==> src/rtl/lf_cmd_pkg.sv <==
package lf_cmd_pkg;
    localparam int WORD_W = 16;
    localparam int OP_W   = 4;
    localparam int ARG_W  = WORD_W - OP_W;
    localparam int MM_LSB = 5;
    localparam int MM_W   = 3;

    localparam logic [OP_W-1:0] OP_SET_CFG = OP_W'(1);
    localparam logic [OP_W-1:0] OP_SET_DIV = OP_W'(2);
    localparam logic [MM_W-1:0] MODE_LF_READER = MM_W'(0);
    localparam logic [MM_W-1:0] MODE_LF_SIM    = MM_W'(1);

    typedef struct packed {
        logic [OP_W-1:0]  op;
        logic [ARG_W-1:0] arg;
    } cmd_word_t;

    // cycles the carrier spends high for a given divisor
    function automatic logic [ARG_W:0] high_len(input logic [ARG_W-1:0] d);
        logic [ARG_W:0] p;
        p = {1'b0, d} + (ARG_W+1)'(1);
        return p >> 1;
    endfunction
endpackage

==> src/rtl/spi_word_rx.sv <==
module spi_word_rx
    import lf_cmd_pkg::*;
#(
    parameter int SYNC_STAGES = 2
) (
    input  logic      clk,
    input  logic      rst,
    input  logic      sclk,
    input  logic      cs_n,
    input  logic      mosi,
    output logic      word_valid,
    output cmd_word_t word
);
    localparam int CNT_W   = $clog2(WORD_W + 2);
    localparam logic [CNT_W-1:0] CNT_SAT  = CNT_W'(WORD_W + 1);
    localparam logic [CNT_W-1:0] CNT_FULL = CNT_W'(WORD_W);

    logic [SYNC_STAGES-1:0] sy_sclk, sy_cs, sy_mosi;
    logic sclk_q, cs_q, mosi_q, sclk_d, cs_d;
    logic sclk_rise, cs_rise, cs_fall;
    logic [WORD_W-1:0] shreg;
    logic [CNT_W-1:0]  bitcnt;

    always_ff @(posedge clk) begin
        if (rst) begin
            sy_sclk <= '0;
            sy_cs   <= '1;
            sy_mosi <= '0;
            sclk_d  <= 1'b0;
            cs_d    <= 1'b1;
        end else begin
            sy_sclk <= {sy_sclk[SYNC_STAGES-2:0], sclk};
            sy_cs   <= {sy_cs[SYNC_STAGES-2:0], cs_n};
            sy_mosi <= {sy_mosi[SYNC_STAGES-2:0], mosi};
            sclk_d  <= sclk_q;
            cs_d    <= cs_q;
        end
    end

    assign sclk_q    = sy_sclk[SYNC_STAGES-1];
    assign cs_q      = sy_cs[SYNC_STAGES-1];
    assign mosi_q    = sy_mosi[SYNC_STAGES-1];
    assign sclk_rise = sclk_q & ~sclk_d;
    assign cs_rise   = cs_q & ~cs_d;
    assign cs_fall   = ~cs_q & cs_d;

    always_ff @(posedge clk) begin
        if (rst) begin
            shreg      <= '0;
            bitcnt     <= '0;
            word_valid <= 1'b0;
        end else begin
            word_valid <= 1'b0;
            if (cs_fall) begin
                bitcnt <= '0;
            end else if (!cs_q && sclk_rise) begin
                shreg <= {shreg[WORD_W-2:0], mosi_q};
                if (bitcnt != CNT_SAT)
                    bitcnt <= bitcnt + CNT_W'(1);
            end
            if (cs_rise && bitcnt == CNT_FULL)
                word_valid <= 1'b1;
        end
    end

    assign word = cmd_word_t'(shreg);

    // a completed transfer produces one strobe only
    a_r5_single_strobe: assert property (@(posedge clk) disable iff (rst)
        word_valid |=> !word_valid);
    // shifting happens only on a sampling edge inside a transfer
    a_r6_shift_on_edge: assert property (@(posedge clk) disable iff (rst)
        !(sclk_rise && !cs_q) |=> $stable(shreg));
endmodule

==> src/rtl/cmd_regs.sv <==
module cmd_regs
    import lf_cmd_pkg::*;
#(
    parameter logic [ARG_W-1:0] DIV_RESET = ARG_W'(95)
) (
    input  logic             clk,
    input  logic             rst,
    input  logic             wr,
    input  cmd_word_t        word,
    output logic [ARG_W-1:0] cfg,
    output logic [ARG_W-1:0] div
);
    always_ff @(posedge clk) begin
        if (rst) begin
            cfg <= '0;
            div <= DIV_RESET;
        end else if (wr) begin
            case (word.op)
                OP_SET_CFG: cfg <= word.arg;
                OP_SET_DIV: div <= word.arg;
                default: ;
            endcase
        end
    end

    // configuration moves only on an opcode-1 strobe
    a_r2_cfg_guard: assert property (@(posedge clk) disable iff (rst)
        !(wr && word.op == OP_SET_CFG) |=> $stable(cfg));
    // divisor moves only on an opcode-2 strobe
    a_r4_div_guard: assert property (@(posedge clk) disable iff (rst)
        !(wr && word.op == OP_SET_DIV) |=> $stable(div));
endmodule

==> src/rtl/carrier_gen.sv <==
module carrier_gen
    import lf_cmd_pkg::*;
#(
    parameter logic [ARG_W-1:0] DIV_RESET = ARG_W'(95)
) (
    input  logic             clk,
    input  logic             rst,
    input  logic [ARG_W-1:0] div,
    output logic             carrier
);
    logic [ARG_W-1:0] cnt;
    logic [ARG_W-1:0] div_act;
    logic             last;

    assign last = (cnt == div_act);

    always_ff @(posedge clk) begin
        if (rst) begin
            cnt     <= '0;
            div_act <= DIV_RESET;
        end else if (last) begin
            cnt     <= '0;
            div_act <= div;
        end else begin
            cnt <= cnt + ARG_W'(1);
        end
    end

    assign carrier = ({1'b0, cnt} < high_len(div_act));

    // the active divisor is frozen inside a period
    a_r9_no_runt: assert property (@(posedge clk) disable iff (rst)
        !last |=> $stable(div_act));
    // phase counter never runs past the period end
    a_r8_cnt_bound: assert property (@(posedge clk) disable iff (rst)
        cnt <= div_act);
endmodule

==> src/rtl/lf_cmd_carrier.sv <==
module lf_cmd_carrier
    import lf_cmd_pkg::*;
#(
    parameter int                SYNC_STAGES = 2,
    parameter logic [ARG_W-1:0]  DIV_RESET   = ARG_W'(95)
) (
    input  logic             clk,
    input  logic             rst,
    input  logic             spi_sclk,
    input  logic             spi_cs_n,
    input  logic             spi_mosi,
    output logic [ARG_W-1:0] cfg_word,
    output logic [MM_W-1:0]  major_mode,
    output logic [ARG_W-1:0] divisor,
    output logic             carrier_en,
    output logic             carrier_clk
);
    logic      wr;
    cmd_word_t word;
    logic      carrier_raw;

    spi_word_rx #(.SYNC_STAGES(SYNC_STAGES)) u_rx (
        .clk(clk), .rst(rst), .sclk(spi_sclk), .cs_n(spi_cs_n), .mosi(spi_mosi),
        .word_valid(wr), .word(word)
    );

    cmd_regs #(.DIV_RESET(DIV_RESET)) u_regs (
        .clk(clk), .rst(rst), .wr(wr), .word(word), .cfg(cfg_word), .div(divisor)
    );

    carrier_gen #(.DIV_RESET(DIV_RESET)) u_car (
        .clk(clk), .rst(rst), .div(divisor), .carrier(carrier_raw)
    );

    assign major_mode  = cfg_word[MM_LSB +: MM_W];
    assign carrier_en  = (major_mode == MODE_LF_READER);
    assign carrier_clk = carrier_en & carrier_raw;

    // no carrier activity outside reader mode
    a_r10_gate: assert property (@(posedge clk) disable iff (rst)
        carrier_clk |-> carrier_en);
endmodule

==> config.mk <==
export PLATFORM = sky130hd
export DESIGN_NAME = lf_cmd_carrier
export DESIGN_NICKNAME = d
export VERILOG_FILES = /design/src/rtl/lf_cmd_pkg.sv /design/src/rtl/spi_word_rx.sv /design/src/rtl/cmd_regs.sv /design/src/rtl/carrier_gen.sv /design/src/rtl/lf_cmd_carrier.sv
export SDC_FILE = /design/constraint.sdc
export NUM_CORES = 1
export LEC_CHECK = 0
export CORE_UTILIZATION = 45
export DETAILED_ROUTE_END_ITERATION = 10
export DONT_BUFFER_PORTS = 1
export SYNTH_ARGS = -nofsm -noshare
export SYNTH_HDL_FRONTEND = slang
export SYNTH_SLANG_ARGS = --single-unit
==> constraint.sdc <==
create_clock -name clk -period 2 [get_ports clk]
set_input_delay 0.1 -clock clk [delete_from_list [all_inputs] [get_ports clk]]
set_output_delay 0.1 -clock clk [all_outputs]
set_load 0.01 [all_outputs]
==> summary.txt, run 1 <==
Finish
  – Final Core Density: between 50% and 60%
  – Fin nets: ~430
  – Layout cell share with drive strength beyond 1: 15.1%
  – # fillers: around 720
  – Final non-filler cell total: between 500 and 600
  – Multi-input logic area: 1890 um2
  – Antenna fix cells: 0
  – Area Growth Syn to Fin: 14.4%
  – Storage cell area: around 1600 um2

Logic synthesis
  – Top cells by area, synth: dfxtp_1 (44%), mux2i_1 (8.7%), ha_1 (5.9%), xnor2_1 (5.6%), nor2_1 (4.7%)
  – Register bit total from synthesis: 78
  – Syn avg cell area: 9.20 um2
  – Most instantiated cells after synthesis: dfxtp_1 (78), nor2_1 (45), nand2_1 (40), mux2i_1 (31), xnor2_1 (23)
  – Synth warn: 0
  – Main flop type after synthesis: dfxtp_1
  – Asr flop ratio synth: 0%
  – Synth Instances: ~400
  – Netlist cell types: 40
  – Post-synth EDFFs: 0
  – Synth Net Count: roughly 410
  – Post-synthesis sequential area ratio: between 40% and 50%
  – Count leader, synth: dfxtp_1
  – Biggest area consumer among synthesized cells: dfxtp_1
  – Mapped Area: 3580 um2
  – Yosys top cell area share: a little over two fifths

Worst setup path
  – CP max FO: 5
  – Element type at the critical path end: output port
  – WS Path Type: reg2out
  – CP peak stage delay: approximately 0.34 ns
  – Worst Setup SP: u_car.div_act[2]
  – Worst r2r src: u_car.div_act[1]
  – Worst EP required: 1.90 ns
  – Critical Path Source Type: flop
  – Worst Path Buf+Inv: 0
  – CP max stage cell: dfxtp_2
  – Critical path cell sequence: and4_4, nand4_1, xor2_1, ha_1, and2_4, a221oi_2, o31a_1, o2111a_1
  – Worst path top cell family by delay: compound AO/OA/AOI/OAI gates
  – CP arrival: around 2.3 ns

Detailed routing
  – Final wirelength: 6950 um
  – Vias per Instance: 4.95
  – Drt first-iter violations: 70
  – First drt pass iteration count: 4
  – Residual DRC count: 0
  – Routed vias: about 2,500
  – Routed len/inst: approximately 14 um
  – Routed Antenna Nets: 0

STA
  – FMAX: 0.414 GHz
  – Max Clock Skew: roughly 0.011 ns
  – Tightest Pin Transition: ~0.62 ns
  – RSZ-0062 raised after global routing: true
  – Final setup fails: 1
  – Hold WS: 0.0378 ns
  – Crit share post-route: 121%
  – Final Max Slew Viols: 0
  – Final Hold Viols: 0
  – Final worst setup slack: -0.414 ns
  – Post-layout min period: 2.41 ns
  – Relative slew slack: slightly below 60%

Status
  – Status: finished, violations left
  – Failing checks: negative setup slack

Die
  – Core area: 7730 um2
  – Chip height: 91.2 um
  – # rows: 32
  – Die ar.: 8320 um2
  – I/O pins: 34
  – Die width: 91.2 um
  – Initial core utilization: between 40 and 50%

Place
  – Post-Place Cells: 489
  – Gpl congestion: 0.884
  – Number of I/O port buffers: 0
  – Detailed Place HPWL: 4620 um

Pwr
  – PwrDens: between 600 and 700 nW/um2
  – VDD IR max: about 0.00046 V
  – Leak pwr: between 1.5 and 2 nW

CTS
  – Clock latency on the worst-skew pair: between 0.3 and 0.4 ns
  – CTS tree: yes
  – H-tree levels: 3
  – Sink Count: 78
  – Clock transition at path regs: 0.09 ns
  – Num CTS Buffers: 9
  – CTS max path bufs: 2
  – Root Driver: clkbuf_8

Global route
  – Total gr overflow: 0
  – Vias in the first global route: roughly 2,500
  – Largest net degree at the start of global routing: 86
  – First-pass GRT wire length: 12,100 um
  – GRT Util Overall: a little under a fifth
  – Number of antenna violations at the first check in global routing: 0

Worst hold path
  – Hold WC Path Type: in2reg
  – Hold Startpoint: rst

Job
  – Max Cap Viol: 0
## where the power goes
group	leakage [nW]	internal [W]	total, W	switching, W
Clock	0.0914	0.000504	0.00112	0.000617
Sequential	0.629	0.00156	0.00157	0.00000992
Combinational	0.840	0.0000393	0.0000833	0.0000440
## sequential cells by signal, summed over array words and instances, names as in the netlist, 2 cells and up
name           flops
u_rx.word         16
u_car.cnt         12
u_car.div_act     12
u_regs.cfg        12
u_regs.div        12
u_rx.bitcnt        5
u_rx.sy_cs         2
u_rx.sy_mosi       2
u_rx.sy_sclk       2
## final timing paths
check / slack [ns] / cells past startpoint / to
min reg2reg: 0.41 / 1 / u_rx.sy_cs[1]
min: 0.04 / 2 / u_rx.bitcnt[1]
max reg2reg: 0.16 / 8 / u_car.div_act[3]
max: -0.41 / 8 / carrier_clk
## repair_timing
item,4_1_cts,5_1_grt
resized for setup,9,4
endpoints found under the hold margin,73,0
pin swaps,10,4
setup endpoints to repair,1,1
setup buffers,4,0
hold buffers,4,0
## cells in the final DEF (no fill, tap or decap), drive strengths merged, types with 6 or more instances in the layout
cell type  count
a211o          6
a21oi         17
buf           26
clkbuf        10
dfxtp         78
ha            17
inv           16
mux2i         31
nand2         40
nand2b        14
nand3          7
nand4         12
nor2          46
nor2b          6
nor3          17
xnor2         24
xor2          12
## layer usage
layer  wire length (um)  global-route usage (%)  vias to the layer above
met5                  0                       0                        -
met2               3230                    29.7                       30
met4                 70                    5.29                        0
met1               3390                    23.7                     1156
met3                254                    5.36                        7
li1                   -                       -                     1347
## cell families (layout without fill, tap and decap cells)
family	count (synthesis)	count (layout)	share of synthesized area [%]
and+or+nand+nor	158	158	21.6
DFF	78	78	43.6
xor gates and xnor gates	36	36	9.02
buffers and inverters	36	58	5.00
AOI/OAI and AO/OA	33	33	6.12
muxes	31	31	8.67
adders and majority gates	17	17	5.94
## per-stage QoR
step	setup TNS, ns	instance area, um2	setup WS, ns	power [W]
detailed placement	-0.0939	3770	-0.0939	0.00166
global route	-0.509	4100	-0.509	0.00289
finish	-0.414	4100	-0.414	0.00278
floorplan	-0.0306	3600	-0.0306	0.00166
global placement	-0.0656	3770	-0.0656	0.00166
CTS	-0.443	4080	-0.443	0.00282
## final cells by class
class	count	area share, %
Timing Repair Buffer	29	6.57
Clock buffer	10	3.36
Clock inverter	6	1.28
Sequential cell	78	38.4
Inverter	13	1.19
Multi-Input combinational cell	275	46.1
Tap cell	102	3.12
Power figures use the tool's default switching activity.
==> inputs of run 2 (changes only) <==
--- a/config.mk
+++ b/config.mk
@@ -5,9 +5,11 @@
 export SDC_FILE = /design/constraint.sdc
 export NUM_CORES = 1
 export LEC_CHECK = 0
-export CORE_UTILIZATION = 45
+export ABC_AREA = 1
+export CORE_UTILIZATION = 50
 export DETAILED_ROUTE_END_ITERATION = 10
 export DONT_BUFFER_PORTS = 1
+export PLACE_DENSITY = 0.68
 export SYNTH_ARGS = -nofsm -noshare
 export SYNTH_HDL_FRONTEND = slang
 export SYNTH_SLANG_ARGS = --single-unit
==> run 2 against run 1 <==
Effect of this change: the flow still finishes with violations (negative setup slack); total power increased by 3.9%; critical path type unchanged; largest power group unchanged; clock skew decreased by 0.00077 ns; largest cell class unchanged; die area decreased by 6.7%; register-to-register slack improved by 0.07 ns.
==> summary.txt, run 2 <==
Place
  – Gpl congestion: between 0.8 and 0.9
  – Number of I/O port buffers: 0
  – Pre-CTS worst setup slack: -0.0611 ns
  – Detailed Place HPWL: ~5600 um
  – Post-Place Cells: a little over 600

Logic synthesis
  – Count leader, synth: nand2_1
  – Post-synth EDFFs: 0
  – Netlist cell types: 30
  – Syn avg cell area: around 7.2 um2
  – Yosys top cell area share: a little over two fifths
  – Post-synthesis sequential area ratio: a little over two fifths
  – Asr flop ratio synth: 0%
  – Mapped Area: roughly 3700 um2
  – Most instantiated cells after synthesis: nand2_1 (103), nor2_1 (89), dfxtp_1 (78), inv_1 (52), o21ai_0 (39)
  – Synth Net Count: 535
  – Main flop type after synthesis: dfxtp_1
  – Synth Instances: between 500 and 600
  – Top cells by area, synth: dfxtp_1 (42%), nand2_1 (10%), nor2_1 (9.0%), ha_1 (5.7%), o21ai_0 (5.3%)
  – Synth warn: 0
  – Biggest area consumer among synthesized cells: dfxtp_1
  – Register bit total from synthesis: between 70 and 80

Finish
  – Most frequent cells in the layout: nand2_1 (102), nor2_1 (86), dfxtp_1 (74)
  – Layout cell share with drive strength beyond 1: about an eighth
  – Final non-filler cell total: around 630
  – Area Growth Syn to Fin: 13.1%
  – # fillers: 683
  – Max reg flops: 16
  – Final Core Density: between 50% and 60%
  – Leading cell type in the layout, fill and taps excluded: nand2_1
  – Fin nets: 550
  – Antenna fix cells: 0

STA
  – FMAX: 0.434 GHz
  – Post-layout min period: about 2.3 ns
  – Max Clock Skew: approximately 0.011 ns
  – Final setup fails: 1
  – Crit share post-route: 115%
  – Final Max Slew Viols: 0
  – Relative slew slack: 60.4%
  – Tightest Pin Transition: between 0.5 and 0.6 ns
  – Final worst setup slack: -0.304 ns
  – RSZ-0062 raised after global routing: true
  – Final Hold Viols: 0

Worst setup path
  – WS Path Type: reg2out
  – CP arrival: ~2.2 ns
  – Worst Path Buf+Inv: 1
  – Worst EP required: about 1.9 ns
  – Critical path cell sequence: buf_6, ha_1, nand2_1, xor2_1, ha_1, a21oi_1, o21ai_1, nand2_1, nand4_1, nor2_2
  – Worst path top cell family by delay: adder cells
  – Worst r2r src: u_car.div_act[1]
  – Element type at the critical path end: output port
  – CP max FO: 5
  – Worst Setup SP: u_car.div_act[0]
  – CP max stage cell: dfxtp_4
  – CP peak stage delay: about 0.37 ns
  – Critical Path Source Type: flop

Global route
  – Total gr overflow: 0
  – First-pass GRT wire length: 13,200 um
  – GRT Util Overall: 22.2%
  – Vias in the first global route: ~2,900
  – Largest net degree at the start of global routing: between 40 and 50
  – Number of antenna violations at the first check in global routing: 0

Die
  – Die width: ~90 um
  – Core area: 7210 um2
  – Die ar.: about 7800 um2
  – Chip height: between 80 and 90 um
  – Initial core utilization: between 50% and 60%
  – # rows: 31
  – I/O pins: 34

Detailed routing
  – WL met1: roughly 3600 um
  – Final wirelength: around 7800 um
  – DR top layer: met4
  – Metal2 WL: between 3000 and 4000 um
  – Vias per Instance: 4.88
  – Wire length on met3: 319 um
  – Routed vias: just over 3,000
  – Routed len/inst: 12.3 um
  – First drt pass iteration count: 4
  – Routed Antenna Nets: 0
  – Drt first-iter violations: 100
  – Residual DRC count: 0

Worst hold path
  – Hold WC Path Type: in2reg
  – Hold Startpoint: rst

Pwr
  – VDD IR max: approximately 0.00071 V
  – Leak pwr: around 1.8 nW
  – PwrDens: roughly 700 nW/um2

CTS
  – Root Driver: clkbuf_8
  – Sink Count: 78
  – Num CTS Buffers: 9
  – CTS tree: yes
  – H-tree levels: 3
  – CTS max path bufs: 2
  – Clock transition at path regs: roughly 0.09 ns
  – Clock latency on the worst-skew pair: ~0.35 ns

Status
  – Status: finished, violations left
  – Failing checks: negative setup slack

Job
  – Max Cap Viol: 0
## run 2: power by group
group	internal, W	switching, W
Combinational	0.0000336	0.0000557
Sequential	0.00156	0.0000129
Clock	0.000592	0.000630
Total	0.00219	0.000699
## run 2: stage by stage
step | TNS, ns | total power (W) | instance area [um2] | hold WS (ns)
after floorplan | 0 | 0.00168 | 3700 | 0.204
after global placement | -0.00805 | 0.00169 | 3840 | 0.173
after detailed placement | -0.0611 | 0.00169 | 3840 | 0.174
after CTS | -0.319 | 0.00292 | 4160 | 0.0390
after global routing | -0.480 | 0.00299 | 4190 | 0.0614
final | -0.304 | 0.00288 | 4190 | 0.0530
## run 2: layout make-up
| class | count | area, um2 | share of cell area [%] |
|---|---|---|---|
| Clock buffer | 9 | 124 | 2.96 |
| Clock inverter | 7 | 77.6 | 1.85 |
| Timing Repair Buffer | 24 | 198 | 4.72 |
| Inverter | 59 | 221 | 5.29 |
| Sequential cell | 78 | 1570 | 37.6 |
| Tap cell | 99 | 124 | 2.96 |
| Multi-Input combinational cell | 356 | 1870 | 44.7 |
## run 2: routing by layer
layer	up-vias	global-route usage [%]
li1	1644	-
met1	1375	27.9
met2	51	36.5
met3	15	5.75
met4	0	8.94
met5	-	0
## run 2: timing repair
| item | in CTS | in global routing |
|---|---|---|
| resized for setup | 16 | 7 |
| hold buffers | 4 | 0 |
| endpoints found under the setup margin | 1 | 1 |
| buffers inserted | 2 | 1 |
| pin swaps | 9 | 13 |
| hold endpoints to repair | 8 | 0 |
## run 2: worst register-to-register path: cells and delay by family, from the launching register on
family | cells | cell delay (ns)
flops | 1 | 0.36
buf+inv | 3 | 0.32
compound gates | 1 | 0.08
simple gates | 6 | 0.87
## run 2: path summary, 6_finish.rpt
kind                            cells after the start  slack (ns)               to
worst max-delay path                               10       -0.30      carrier_clk
worst min-delay path                                2        0.05    u_regs.div[0]
worst max register to register                     10        0.23     u_car.cnt[4]
worst min register to register                      2        0.41  u_rx.sy_sclk[1]
## run 2: cell families after synthesis
kind of cell,after synthesis,synth area share [%]
buf+inv,79,8.98
xor+xnor,23,5.44
flops,78,42.1
simple gates,254,29.1
compound gates,62,8.58
fa+ha+maj,17,5.74
==> inputs of run 3 (changes only) <==
--- a/config.mk
+++ b/config.mk
@@ -6,10 +6,9 @@
 export NUM_CORES = 1
 export LEC_CHECK = 0
 export ABC_AREA = 1
-export CORE_UTILIZATION = 50
+export CORE_UTILIZATION = 40
 export DETAILED_ROUTE_END_ITERATION = 10
 export DONT_BUFFER_PORTS = 1
-export PLACE_DENSITY = 0.68
 export SYNTH_ARGS = -nofsm -noshare
 export SYNTH_HDL_FRONTEND = slang
 export SYNTH_SLANG_ARGS = --single-unit
==> run 3 against run 2 <==
Effect of this change: worst hold slack gained 0.016 ns; clock-buffer cell count stayed put; first-iteration DRC count rose by 25%; via count grew 2.5%; sequential cell count stayed put; clock power barely moved; global-route usage fell by 4.0 points; die area is 24% higher; sequential power about the same; the run still ends with negative setup slack left.
==> summary.txt, run 3 (synthesized netlist as in run 2, its figures left out) <==
Pwr
  – Leak pwr: roughly 1.9 nW
  – PwrDens: approximately 670 nW/um2
  – VDD IR max: roughly 0.00046 V

Worst setup path
  – CP max stage cell: dfxtp_4
  – CP arrival: around 2.3 ns
  – Element type at the critical path end: output port
  – Critical Path Source Type: flop
  – WS Path Type: reg2out
  – CP peak stage delay: 0.37 ns
  – Critical path cell sequence: buf_4, ha_1, nand2_1, xor2_1, ha_1, a21oi_2, o21ai_1, nand2_1, nand4_1, nor2_1, buf_4
  – CP max FO: 5
  – Worst EP required: roughly 1.9 ns

STA
  – Max Clock Skew: about 0.015 ns
  – Post-layout min period: 2.39 ns
  – Final worst setup slack: -0.389 ns
  – Final Max Slew Viols: 0
  – Crit share post-route: 119%
  – Relative slew slack: 55.9%
  – Tightest Pin Transition: about 0.65 ns
  – Final Hold Viols: 0
  – Final setup fails: 1
  – FMAX: 0.419 GHz
  – Hold WS: around 0.069 ns
  – RSZ-0062 raised after global routing: true

Finish
  – Antenna fix cells: 0
  – Final Cell Area: ~4300 um2
  – Storage cell area: approximately 1600 um2
  – Multi-input logic area: 1870 um2
  – Leading cell type in the layout, fill and taps excluded: nand2_1
  – Max reg flops: 16
  – # fillers: 883
  – Layout cell share with drive strength beyond 1: a little over an eighth
  – Fin nets: 558
  – Most frequent cells in the layout: nand2_1 (100), nor2_1 (87), dfxtp_1 (73)
  – Area Growth Syn to Fin: 14.7%
  – Final non-filler cell total: approximately 650

Die
  – I/O pins: 34
  – Chip height: approximately 100 um
  – Initial core utilization: about two fifths
  – Die width: a little under 100 um
  – Core area: 8850 um2
  – Die ar.: roughly 9700 um2
  – # rows: 34

Place
  – Pre-CTS worst setup slack: -0.145 ns
  – Post-Place Cells: between 600 and 700
  – Gpl congestion: roughly 0.8
  – Detailed Place HPWL: between 5000 and 6000 um
  – Number of I/O port buffers: 0
  – Placed instance area: around 3900 um2

Global route
  – GRT Util Overall: between 15 and 20%
  – Vias in the first global route: between 3,000 and 4,000
  – Total gr overflow: 0
  – Largest net degree at the start of global routing: 36
  – First-pass GRT wire length: 14,000 um
  – Number of antenna violations at the first check in global routing: 0

Detailed routing
  – Drt first-iter violations: around 130
  – Residual DRC count: 0
  – Routed len/inst: 12.9 um
  – Routed Antenna Nets: 0
  – Routed vias: 3,161
  – Final wirelength: 8340 um
  – First drt pass iteration count: 6
  – Vias per Instance: 4.87

CTS
  – CTS max path bufs: 2
  – Num CTS Buffers: 9
  – Root Driver: clkbuf_8
  – Sink Count: ~80
  – H-tree levels: 3
  – Clock transition at path regs: ~0.10 ns
  – CTS tree: yes
  – Clock latency on the worst-skew pair: roughly 0.37 ns

Status
  – Status: finished, violations left
  – Failing checks: negative setup slack

Job
  – Max Cap Viol: 0

Worst hold path
  – Hold WC Path Type: in2reg
## run 3: final timing paths
| path | start | endpoint | slack [ns] | cells past startpoint |
|---|---|---|---|---|
| setup / recovery | u_car.div_act[0] | carrier_clk | -0.39 | 11 |
| hold / removal | rst | u_rx.cs_d | 0.07 | 3 |
| setup reg to reg | u_car.div_act[1] | u_car.cnt[2] | 0.18 | 10 |
| hold reg to reg | u_rx.sy_sclk[0] | u_rx.sy_sclk[1] | 0.40 | 2 |
## run 3: power breakdown
part           switching (W)  internal, W
registers          0.0000124      0.00156
clock network       0.000711     0.000492
logic              0.0000559    0.0000348
## run 3: metal layers
layer | wire [um] | part of all wire [%] | track usage [%]
met1 | 4070 | 49 | 23.4
met5 | 0 | 0 | 0
met3 | 312 | 3.7 | 4.08
met4 | 96 | 1.2 | 7.35
met2 | 3860 | 46 | 29.6
## run 3: worst max-delay path, delay by kind of cell (launching register included)
family,cells,cell delay (ns)
AO/OA/AOI/OAI,2,0.21
AND/OR/NAND/NOR,4,0.39
adder cells (fa/ha/maj),2,0.50
XOR/XNOR,1,0.17
flip-flops,1,0.37
buffers and inverters,2,0.28
## run 3: area by class of cell
| class | instances | area share (%) |
|---|---|---|
| tap | 108 | 3.18 |
| timing repair buffer | 32 | 5.89 |
| multi-input combinational | 356 | 44.0 |
| sequential | 78 | 37.1 |
| clock buffer | 9 | 2.91 |
| inverter | 59 | 5.21 |
| clock inverter | 7 | 1.71 |
## run 3: timing repair
| item | 4_1_cts | 5_1_grt |
|---|---|---|
| setup endpoints to repair | 1 | 1 |
| hold buffers | 4 | 0 |
| gates cloned | 0 | 0 |
| gates resized for setup | 12 | 12 |
| hold endpoints to repair | 8 | 0 |
| pin swaps | 10 | 11 |
| setup buffers | 2 | 3 |
## run 3: metrics by stage
stage / util (%) / TNS [ns] / total power [W]
final: 48.0 / -0.389 / 0.00286
after global routing: 48.0 / -0.484 / 0.00297
after CTS: 47.3 / -0.402 / 0.00289
after detailed placement: 44.1 / -0.145 / 0.00170
after global placement: 44.1 / -0.0394 / 0.00169
after floorplan: - / 0 / 0.00168
